==> src/rtl/mmac_pkg.sv <==
package mmac_pkg;

   // Operation chosen by which first-operand word is written (word index 0..3).
   typedef enum logic [1:0] {
      OP_UMUL = 2'd0,
      OP_SMUL = 2'd1,
      OP_UMAC = 2'd2,
      OP_SMAC = 2'd3
   } mmac_op_e;

   // Width of the word index taken from the byte address.
   localparam int unsigned IDX_W = 3;

   // Word indices of the non-operand-A registers.
   localparam logic [IDX_W-1:0] WIDX_OPB = 3'd4;
   localparam logic [IDX_W-1:0] WIDX_RLO = 3'd5;
   localparam logic [IDX_W-1:0] WIDX_RHI = 3'd6;
   localparam logic [IDX_W-1:0] WIDX_EXT = 3'd7;

   function automatic logic op_signed(input mmac_op_e op);
      return op[0];
   endfunction

   function automatic logic op_accum(input mmac_op_e op);
      return op[1];
   endfunction

endpackage

==> src/rtl/mmac_decode.sv <==
module mmac_decode
   import mmac_pkg::*;
#(
   parameter int ADDR_W   = 4,
   parameter int ADDR_LSB = 1
) (
   input  logic              sel,
   input  logic              we,
   input  logic [ADDR_W-1:0] addr,
   output logic              wr_opa,
   output mmac_op_e          wr_op,
   output logic              wr_opb,
   output logic              wr_lo,
   output logic              wr_hi,
   output logic              wr_ext,
   output logic [IDX_W-1:0]  idx
);

   localparam int IDX_SPAN = ADDR_W - ADDR_LSB;

   generate
      if (IDX_SPAN != IDX_W) begin : g_bad_span
         $error("mmac_decode: ADDR_W-ADDR_LSB must equal %0d", IDX_W);
      end
      if (ADDR_LSB > 0) begin : g_lsb
         logic unused_lsb;
         assign unused_lsb = ^addr[ADDR_LSB-1:0];
      end
   endgenerate

   logic wr;

   always_comb begin
      idx    = addr[ADDR_LSB +: IDX_W];
      wr     = sel & we;
      // Upper half of the map is operand B and the result words.
      wr_opa = wr & ~idx[IDX_W-1];
      wr_op  = mmac_op_e'(idx[1:0]);
      wr_opb = wr & (idx == WIDX_OPB);
      wr_lo  = wr & (idx == WIDX_RLO);
      wr_hi  = wr & (idx == WIDX_RHI);
      wr_ext = wr & (idx == WIDX_EXT);
   end

endmodule

==> src/rtl/mmac_arith.sv <==
module mmac_arith
   import mmac_pkg::*;
#(
   parameter int DW          = 16,
   parameter bit SHARED_MULT = 1'b1
) (
   input  logic [DW-1:0]   opa,
   input  logic [DW-1:0]   opb,
   input  mmac_op_e        op,
   input  logic [2*DW-1:0] acc,
   output logic [2*DW-1:0] res,
   output logic [DW-1:0]   ext
);

   localparam int RW = 2 * DW;

   logic [RW-1:0] prod;
   logic          sgn;

   assign sgn = op_signed(op);

   generate
      if (SHARED_MULT) begin : g_shared
         // One RW x RW multiplier; extending the operands by the mode picks
         // signed or unsigned, and the low RW bits are exact in both cases.
         logic [RW-1:0] a_w;
         logic [RW-1:0] b_w;
         assign a_w  = {{DW{sgn & opa[DW-1]}}, opa};
         assign b_w  = {{DW{sgn & opb[DW-1]}}, opb};
         assign prod = a_w * b_w;
      end else begin : g_split
         logic [RW-1:0] p_u;
         logic [RW-1:0] p_s;
         assign p_u  = RW'(opa) * RW'(opb);
         assign p_s  = RW'($signed(opa)) * RW'($signed(opb));
         assign prod = sgn ? p_s : p_u;
      end
   endgenerate

   logic [RW:0] sum;
   assign sum = {1'b0, acc} + {1'b0, prod};

   always_comb begin
      unique case (op)
         OP_UMUL: begin
            res = prod;
            ext = '0;
         end
         OP_SMUL: begin
            res = prod;
            ext = {DW{prod[RW-1]}};
         end
         OP_UMAC: begin
            res = sum[RW-1:0];
            ext = {{(DW-1){1'b0}}, sum[RW]};
         end
         default: begin
            res = sum[RW-1:0];
            ext = {DW{sum[RW-1]}};
         end
      endcase
   end

endmodule

==> src/rtl/mmac_rdmux.sv <==
module mmac_rdmux
   import mmac_pkg::*;
#(
   parameter int DW = 16
) (
   input  logic [IDX_W-1:0] idx,
   input  logic [DW-1:0]    opa,
   input  logic [DW-1:0]    opb,
   input  logic [DW-1:0]    res_lo,
   input  logic [DW-1:0]    res_hi,
   input  logic [DW-1:0]    ext,
   output logic [DW-1:0]    rdata
);

   always_comb begin
      unique case (idx)
         WIDX_OPB: rdata = opb;
         WIDX_RLO: rdata = res_lo;
         WIDX_RHI: rdata = res_hi;
         WIDX_EXT: rdata = ext;
         default:  rdata = opa;
      endcase
   end

endmodule

==> src/rtl/mmac_unit.sv <==
module mmac_unit
   import mmac_pkg::*;
#(
   parameter int DW          = 16,
   parameter int ADDR_W      = 4,
   parameter int ADDR_LSB    = 1,
   parameter bit SHARED_MULT = 1'b1
) (
   input  logic              clk,
   input  logic              rst_n,
   input  logic              bus_sel,
   input  logic              bus_we,
   input  logic [ADDR_W-1:0] bus_addr,
   input  logic [DW-1:0]     bus_wdata,
   output logic [DW-1:0]     bus_rdata
);

   localparam int RW = 2 * DW;

   generate
      if (DW < 2) begin : g_bad_dw
         $error("mmac_unit: DW must be at least 2");
      end
   endgenerate

   logic             wr_opa, wr_opb, wr_lo, wr_hi, wr_ext;
   mmac_op_e         wr_op;
   logic [IDX_W-1:0] idx;

   mmac_decode #(.ADDR_W(ADDR_W), .ADDR_LSB(ADDR_LSB)) u_decode (
      .sel    (bus_sel),
      .we     (bus_we),
      .addr   (bus_addr),
      .wr_opa (wr_opa),
      .wr_op  (wr_op),
      .wr_opb (wr_opb),
      .wr_lo  (wr_lo),
      .wr_hi  (wr_hi),
      .wr_ext (wr_ext),
      .idx    (idx)
   );

   logic [DW-1:0] opa_q, opb_q, res_lo_q, res_hi_q, ext_q;
   mmac_op_e      op_q;

   // The new operand B feeds the datapath directly, so the result lands in
   // the same edge that captures the operand.
   logic [RW-1:0] nxt_res;
   logic [DW-1:0] nxt_ext;

   mmac_arith #(.DW(DW), .SHARED_MULT(SHARED_MULT)) u_arith (
      .opa (opa_q),
      .opb (bus_wdata),
      .op  (op_q),
      .acc ({res_hi_q, res_lo_q}),
      .res (nxt_res),
      .ext (nxt_ext)
   );

   always_ff @(posedge clk or negedge rst_n) begin
      if (!rst_n) begin
         opa_q <= '0;
         op_q  <= OP_UMUL;
      end else if (wr_opa) begin
         opa_q <= bus_wdata;
         op_q  <= wr_op;
      end
   end

   always_ff @(posedge clk or negedge rst_n) begin
      if (!rst_n) begin
         opb_q    <= '0;
         res_lo_q <= '0;
         res_hi_q <= '0;
         ext_q    <= '0;
      end else if (wr_opb) begin
         opb_q    <= bus_wdata;
         res_lo_q <= nxt_res[DW-1:0];
         res_hi_q <= nxt_res[RW-1:DW];
         ext_q    <= nxt_ext;
      end else if (wr_lo) begin
         res_lo_q <= bus_wdata;
      end else if (wr_hi) begin
         res_hi_q <= bus_wdata;
      end
   end

   mmac_rdmux #(.DW(DW)) u_rdmux (
      .idx    (idx),
      .opa    (opa_q),
      .opb    (opb_q),
      .res_lo (res_lo_q),
      .res_hi (res_hi_q),
      .ext    (ext_q),
      .rdata  (bus_rdata)
   );

   // ---------------- assertions ----------------
   p_launch_hold_r3: assert property (@(posedge clk) disable iff (!rst_n)
      (!wr_opb && !wr_lo && !wr_hi) |=> ($stable(res_lo_q) && $stable(res_hi_q) && $stable(ext_q)));

   p_umul_ext_r4: assert property (@(posedge clk) disable iff (!rst_n)
      (wr_opb && op_q == OP_UMUL) |=> (ext_q == '0));

   p_smul_ext_r5: assert property (@(posedge clk) disable iff (!rst_n)
      (wr_opb && op_q == OP_SMUL) |=> (ext_q == {DW{res_hi_q[DW-1]}}));

   p_umac_carry_r6: assert property (@(posedge clk) disable iff (!rst_n)
      (wr_opb && op_q == OP_UMAC) |=> ((ext_q >> 1) == '0));

   p_smac_ext_r7: assert property (@(posedge clk) disable iff (!rst_n)
      (wr_opb && op_q == OP_SMAC) |=> (ext_q == {DW{res_hi_q[DW-1]}}));

   p_preload_lo_r8: assert property (@(posedge clk) disable iff (!rst_n)
      wr_lo |=> (res_lo_q == $past(bus_wdata) && $stable(ext_q)));

   p_ext_readonly_r9: assert property (@(posedge clk) disable iff (!rst_n)
      wr_ext |=> ($stable(ext_q) && $stable(res_lo_q) && $stable(res_hi_q)));

   p_opa_hold_r10: assert property (@(posedge clk) disable iff (!rst_n)
      !wr_opa |=> ($stable(opa_q) && $stable(op_q)));

   p_unselected_r11: assert property (@(posedge clk) disable iff (!rst_n)
      !bus_sel |=> ($stable(opb_q) && $stable(res_lo_q) && $stable(res_hi_q) && $stable(opa_q)));

endmodule

==> config.mk <==
export PLATFORM = sky130hd
export DESIGN_NAME = mmac_unit
export DESIGN_NICKNAME = d
export VERILOG_FILES = /design/src/rtl/mmac_pkg.sv /design/src/rtl/mmac_decode.sv /design/src/rtl/mmac_arith.sv /design/src/rtl/mmac_rdmux.sv /design/src/rtl/mmac_unit.sv
export SDC_FILE = /design/constraint.sdc
export NUM_CORES = 1
export LEC_CHECK = 0
export ABC_AREA = 1
export BUFFER_PORTS_ARGS = -buffer_cell sky130_fd_sc_hd__buf_2
export CAP_MARGIN = 20
export CORE_MARGIN = 5
export CORE_UTILIZATION = 48
export DETAILED_ROUTE_END_ITERATION = 10
export MAX_ROUTING_LAYER = met4
export PLACE_DENSITY = 0.75
export SYNTH_ARGS = -nofsm -noshare
export SYNTH_HDL_FRONTEND = slang
export SYNTH_SLANG_ARGS = --single-unit
==> constraint.sdc <==
create_clock -name clk -period 13.5 [get_ports clk]
set_input_delay 1.35 -clock clk [delete_from_list [all_inputs] [get_ports clk]]
set_output_delay 1.35 -clock clk [all_outputs]
set_load 0.05 [all_outputs]
## Word level (Yosys, flattened, before mapping)

Index checks and enable logic that the tools add are counted.

| storage, ports and cells | value |
|---|---|
| register bits after elaboration | 82 |
| logic and storage cells | 36 |
| bits in latches | 0 |
| output and inout port bits | 16 |
| bits in writable memories | 0 |
| bits in read-only memories | 0 |
| memories kept | 0 |
| input port bits | 24 |

| operators by class | value |
|---|---|
| $mul | 1 |
| divide/modulo/power cells | 0 |
| eq/ne operators | 7 |
| bitwise logic cells | 8 |
| shift operators | 0 |
| order comparisons | 0 |
| mux-type cells | 8 |
| add/subtract/negate cells | 1 |
| reductions and logical operators | 5 |

Operators with widths:

| operator | count |
|---|---|
| 2-to-1 mux 16 bit | 5 |
| one-hot mux 16 bit (4 select lines) | 1 |
| one-hot mux 16 bit (3 select lines) | 1 |
| adder 32 x 32 -> 33 bit | 1 |
| multiplier 17 x 17 -> 32 bit | 1 |
| 2-to-1 mux 32 bit | 1 |
| equality test 3 bit (second input constant) | 4 |
| AND 1 bit | 7 |
| nonzero test 2 bit | 2 |
| equality test 2 x 1 -> 1 bit (second input constant) | 1 |
| equality test 2 bit (second input constant) | 1 |
| logical NOT 2 bit | 1 |
| != test 2 x 1 -> 1 bit (second input constant) | 1 |
| AND reduction 2 bit | 1 |
| OR reduction 2 bit | 1 |
| inverter 1 bit | 1 |

## Depth between registers and ports, before layout

| depth | value |
|---|---|
| word-level depth | 5 |
| depth in mapped cells | 43 |
| gate-level depth less buffers | 42 |

## By module

A second synthesis with hierarchy kept.

| second synthesis, totals | value |
|---|---|
| cells, all modules | 2623 |
| area total of the unflattened synthesis | 18395.1 µm² |

Modules (own cells, without submodules):

| module | seq. area each (µm²) | times used | area an instance (µm²) | cells each |
|---|---|---|---|---|
| mmac_arith | 0.0 | 1 | 13960.9 | 2018 |
| mmac_unit | 2052.0 | 1 | 3483.3 | 421 |
| mmac_rdmux | 0.0 | 1 | 865.8 | 167 |
| mmac_decode | 0.0 | 1 | 85.1 | 17 |

## Least setup slack after synthesis

OpenSTA, ideal clock, no wires.

| timing | value |
|---|---|
| path type | in2reg |
| start point | input port bus_wdata[6] |
| end point | register res_hi_q[15] |
| path slack | 5.674 ns |
| data arrival time | 7.753 ns |
| data required time | 13.427 ns |
| library setup time | 0.073 ns |
| stages | 32 |
| path buffers | 2 |
| cells stage by stage | clkbuf_1 -> clkbuf_1 -> nand2_1 -> fa_1 -> inv_1 -> fa_1 -> inv_1 -> fa_1 -> fa_1 -> inv_1 -> fa_1 -> fa_1 -> ha_1 -> nand2_2 -> nor2_1 -> nand2_1 -> o21bai_1 -> nand3_1 -> nand2_1 -> and2_1 -> ha_1 -> a21oi_1 -> o21ai_0 -> nand2_1 -> nand3_1 -> a21oi_1 -> nand2_1 -> nand2_1 -> nand3_1 -> nand2_1 -> nand2_2 -> a21oi_2 |

| on the way | value |
|---|---|
| word-level cells in the longest chain between the ends | 4 |

Ends and longest elaborated chain:

| item | line | source |
|---|---|---|
| start: declaration | mmac_unit.sv:14 | `input logic [DW-1:0] bus_wdata,` |
| multiplier 17 x 17 -> 32 bit * | mmac_arith.sv:30 | `assign prod = a_w * b_w;` |
| adder 32 x 32 -> 33 bit | mmac_arith.sv:41 | `assign sum = {1'b0, acc} + {1'b0, prod};` |
| 2-to-1 mux 32 bit * | mmac_arith.sv:44 | `unique case (op)` |
| 2-to-1 mux 16 bit * | mmac_unit.sv:76 | `end else if (wr_opb) begin` |
| end signal: assignment | mmac_unit.sv:79 | `res_hi_q <= nxt_res[RW-1:DW];` |
| end signal: assignment | mmac_unit.sv:84 | `res_hi_q <= bus_wdata;` |
| end: declaration | mmac_unit.sv:43 | `logic [DW-1:0] opa_q, opb_q, res_lo_q, res_hi_q, ext_q;` |

Every way passes the cells marked *; elsewhere a longest branch is shown, timed or not.
A chain may end at the register's enable or synchronous reset.

## Final worst setup path

| timing | value |
|---|---|
| start point | input port bus_wdata[2] |
| end point | register res_hi_q[12] |

Same word-level chain as after synthesis.

==> qor.txt <==
FLOORPLAN
------------------------------------------------------------------------------------------
Starting density of the core                                                        48.31%
Core area                                                                      35400 sq um
Top-level port count                                                                    40
Area of the die                                                                39500 sq um
Vertical die dimension                                                        198.8 microns
Width of the die                                                              198.8 microns
Core Rows                                                                               69

SYNTH
------------------------------------------------------------------------------------------
Cells after Synth                                                                     2414
Primary FF master, synth                                                           dfrtp_1
Sequential fraction of the synthesis area                                           9.950%
Number of enable-type register cells in the synthesized netlist                          0
Post-Syn Nets                                                                         2837
Leading cell type by number of instances after synthesis                           nand2_1
Flops & latches, synth                                                                  68
Library cell occupying the most area in the post-synthesis netlist                    fa_1
Synth top area cells                                                          fa_1 (33%), nand2_1 (14%), inv_1 (13%)
Yosys warning total                                                                      0
Top cells by count, synth                                                     nand2_1 (632), inv_1 (590), fa_1 (283)
Share of Yosys cell area claimed by the top area cell type                          33.13%
Post-synth ARST share                                                               100.0%
Synthesized area per cell                                                      7.084 sq um
Synthesized area                                                               17100 sq um
Netlist cell types                                                                      49

SETUP PATH
------------------------------------------------------------------------------------------
Endpoint of the worst setup timing path                                       res_hi_q[12]
Maximum fanout along the worst path                                                     19
Worst-path cell with the longest stage delay                                          fa_1
Critical path startpoint                                                      bus_wdata[2]
Reg2reg path depth                                                                      32
Worst reg2reg startpoint                                                         opa_q[15]
Critical Path Most Common Cell                                                        fa_1
Type of the worst setup path                                                     in -> reg
Crit path DAT                                                                      9.33 ns
Type of origin of the critical path                                           primary input
Slowest cell delay on critical path                                                0.63 ns
Reg-to-reg critical path endpoint                                             res_hi_q[12]
CP Capture Type                                                                   register
Worst path required time                                                          13.77 ns
Setup slack, reg-to-reg                                                            5.18 ns

CLOCK TREE
------------------------------------------------------------------------------------------
Total clock buffers created by CTS                                                       9
Clock edge transition at the registers on the reported setup and hold paths        0.06 ns
Post-cts sizing count                                                                    0
H-tree depth                                                                             3
CTS tree                                                                              done
Buffers from clock root to sink, at most                                                 2
Number of sinks driven by the clock tree                                                68
Worst-Skew Late Latency                                                            0.34 ns
Number of setup buffers added after CTS                                                  0
Total of hold buffers inserted after clock tree synthesis                                0
Clk Tree Root Cell                                                               clkbuf_16

HOLD PATH
------------------------------------------------------------------------------------------
Cell count of the worst hold path                                                        2
HP Class                                                                        reg -> reg

FINISH
------------------------------------------------------------------------------------------
Number of antenna diodes                                                                 0
NumNets Final                                                                         2800
Final-layout fill cell count                                                          3477
Synthesis-to-finish area growth                                                     4.244%
Share of cells above drive strength 1                                               4.368%
Final Instance Count excl. Fillers                                                    2842

PLACE
------------------------------------------------------------------------------------------
Routability cong.                                                                    1.009
Post-DP HPWL                                                                  43620 microns
Count of input and output buffers                                                       38
Cell count after placement                                                            2827

TIMING
------------------------------------------------------------------------------------------
Worst-case hold slack                                                            0.4879 ns
Final clock skew                                                               0.009595 ns
Setup repair after global routing missed its margin                                     no
Final clock period utilization by the worst path                                    67.15%
Final critical delay including setup and external delays                          9.065 ns
Count of final setup violators                                                           0
Number of pins exceeding their max-slew limit in the final report                        0
Maximum operating frequency                                                     0.1103 GHz
Slew HR                                                                             31.50%
Slew at the pin with the worst max-slew slack                                     1.027 ns
Number of failing hold endpoints at the final stage                                      0
Accumulated negative setup slack                                                      0 ns

GLOBAL ROUTE
------------------------------------------------------------------------------------------
Via count of the first global-routing pass                                          15.82k
Total routing usage reported by global routing                                      28.58%
Leftover overflow at the end of global routing                                           0
Number of antenna violations at the first check in global routing                        0
Maximum number of pins on one net before global-route repair                            69
Global-route wire length before repair                                        85640 microns

OUTCOME
------------------------------------------------------------------------------------------
Run status                                                                    finished clean

DETAILED ROUTING
------------------------------------------------------------------------------------------
Final routed wire length divided by cell count                                18.82 microns
Count of TritonRoute iterations in the first routing pass                                7
DR vias                                                                             15.46k
Post-detailed-route count of antenna-violating nets                                      0
DRC violations left                                                                      0
Ratio of routed vias to standard cells                                               5.440
Iter 0 DRT Violations                                                                 1273
Wirelength, routed                                                            53490 microns

FLOW RUN
------------------------------------------------------------------------------------------
Max-cap violations                                                                       0

[per-stage QoR]
| step | worst slack, ns | utilization (%) | instance area [sq um] |
|---|---|---|---|
| 6_report | 4.435 | 50.36 | 17830 |
| 5_1_grt | 3.976 | 50.36 | 17830 |
| 4_1_cts | 4.570 | 50.36 | 17830 |
| 3_5_place_dp | 4.241 | 49.61 | 17560 |
| 3_3_place_gp | 4.392 | 49.58 | 17550 |
| 2_1_floorplan | 5.674 | - | 17100 |
[worst min path at each step]
| stage | start | endpoint | slack, ns |
|---|---|---|---|
| global placement | opb_q[10] | opb_q[10] | 0.47 |
| detailed placement | opb_q[10] | opb_q[10] | 0.47 |
| finish | opb_q[10] | opb_q[10] | 0.49 |
| global route | opb_q[10] | opb_q[10] | 0.51 |
| floorplan | ext_q[0] | ext_q[0] | 0.45 |
| CTS | opb_q[10] | opb_q[10] | 0.49 |
[sequential cells by signal (all words and copies together), names as in the netlist]
signal    count
res_hi_q     16
res_lo_q     16
ext_q         2
opb_q        16
opa_q        16
op_q          2
[routing by layer]
layer	routed length [microns]	vias up	part of all wire, %	track usage [%]
met3	3589	152	6.7	3.083
met2	25290	648	47	46.41
li1	-	7117	-	-
met1	22390	7543	42	37.65
met5	0	-	0	-
met4	2224	0	4.2	9.853
[worst max-delay path: cells and delay by family]
| family | cells | cell delay [ns] |
|---|---|---|
| adder cells (fa/ha/maj) | 8 | 4.02 |
| AND/OR/NAND/NOR | 16 | 2.29 |
| AO/OA/AOI/OAI | 2 | 0.35 |
| buffers and inverters | 6 | 1.27 |
[logic make-up after synthesis]
kind of cell / after synthesis / synth area share (%)
AO/OA/AOI/OAI: 266 / 8.597
adder cells (fa/ha/maj): 399 / 41.62
XOR/XNOR: 21 / 1.076
flip-flops: 68 / 9.950
AND/OR/NAND/NOR: 971 / 23.51
buffers and inverters: 689 / 15.25
[cell usage in the layout (no fill, tap or decap), drive strengths merged, types with 47 or more instances in the layout]
master,instances
fa,283
dfrtp,68
o21ai,82
ha,116
nor2,167
nand3,112
buf,47
inv,595
nand2,640
a21oi,135
[final cells by class]
class / instances / area, sq um / share of cell area (%)
flip-flops and latches: 68 / 1702 / 9.545
well taps: 461 / 576.8 / 3.236
repair buffers: 47 / 261.5 / 1.467
inverters: 594 / 2230 / 12.51
clock buffers: 9 / 225.2 / 1.263
multi-input cells: 1657 / 12790 / 71.75
clock inverters: 6 / 41.29 / 0.2316
Power is not shown: default switching activity piles up to over one toggle a cycle in this logic, so the estimate is an artifact.
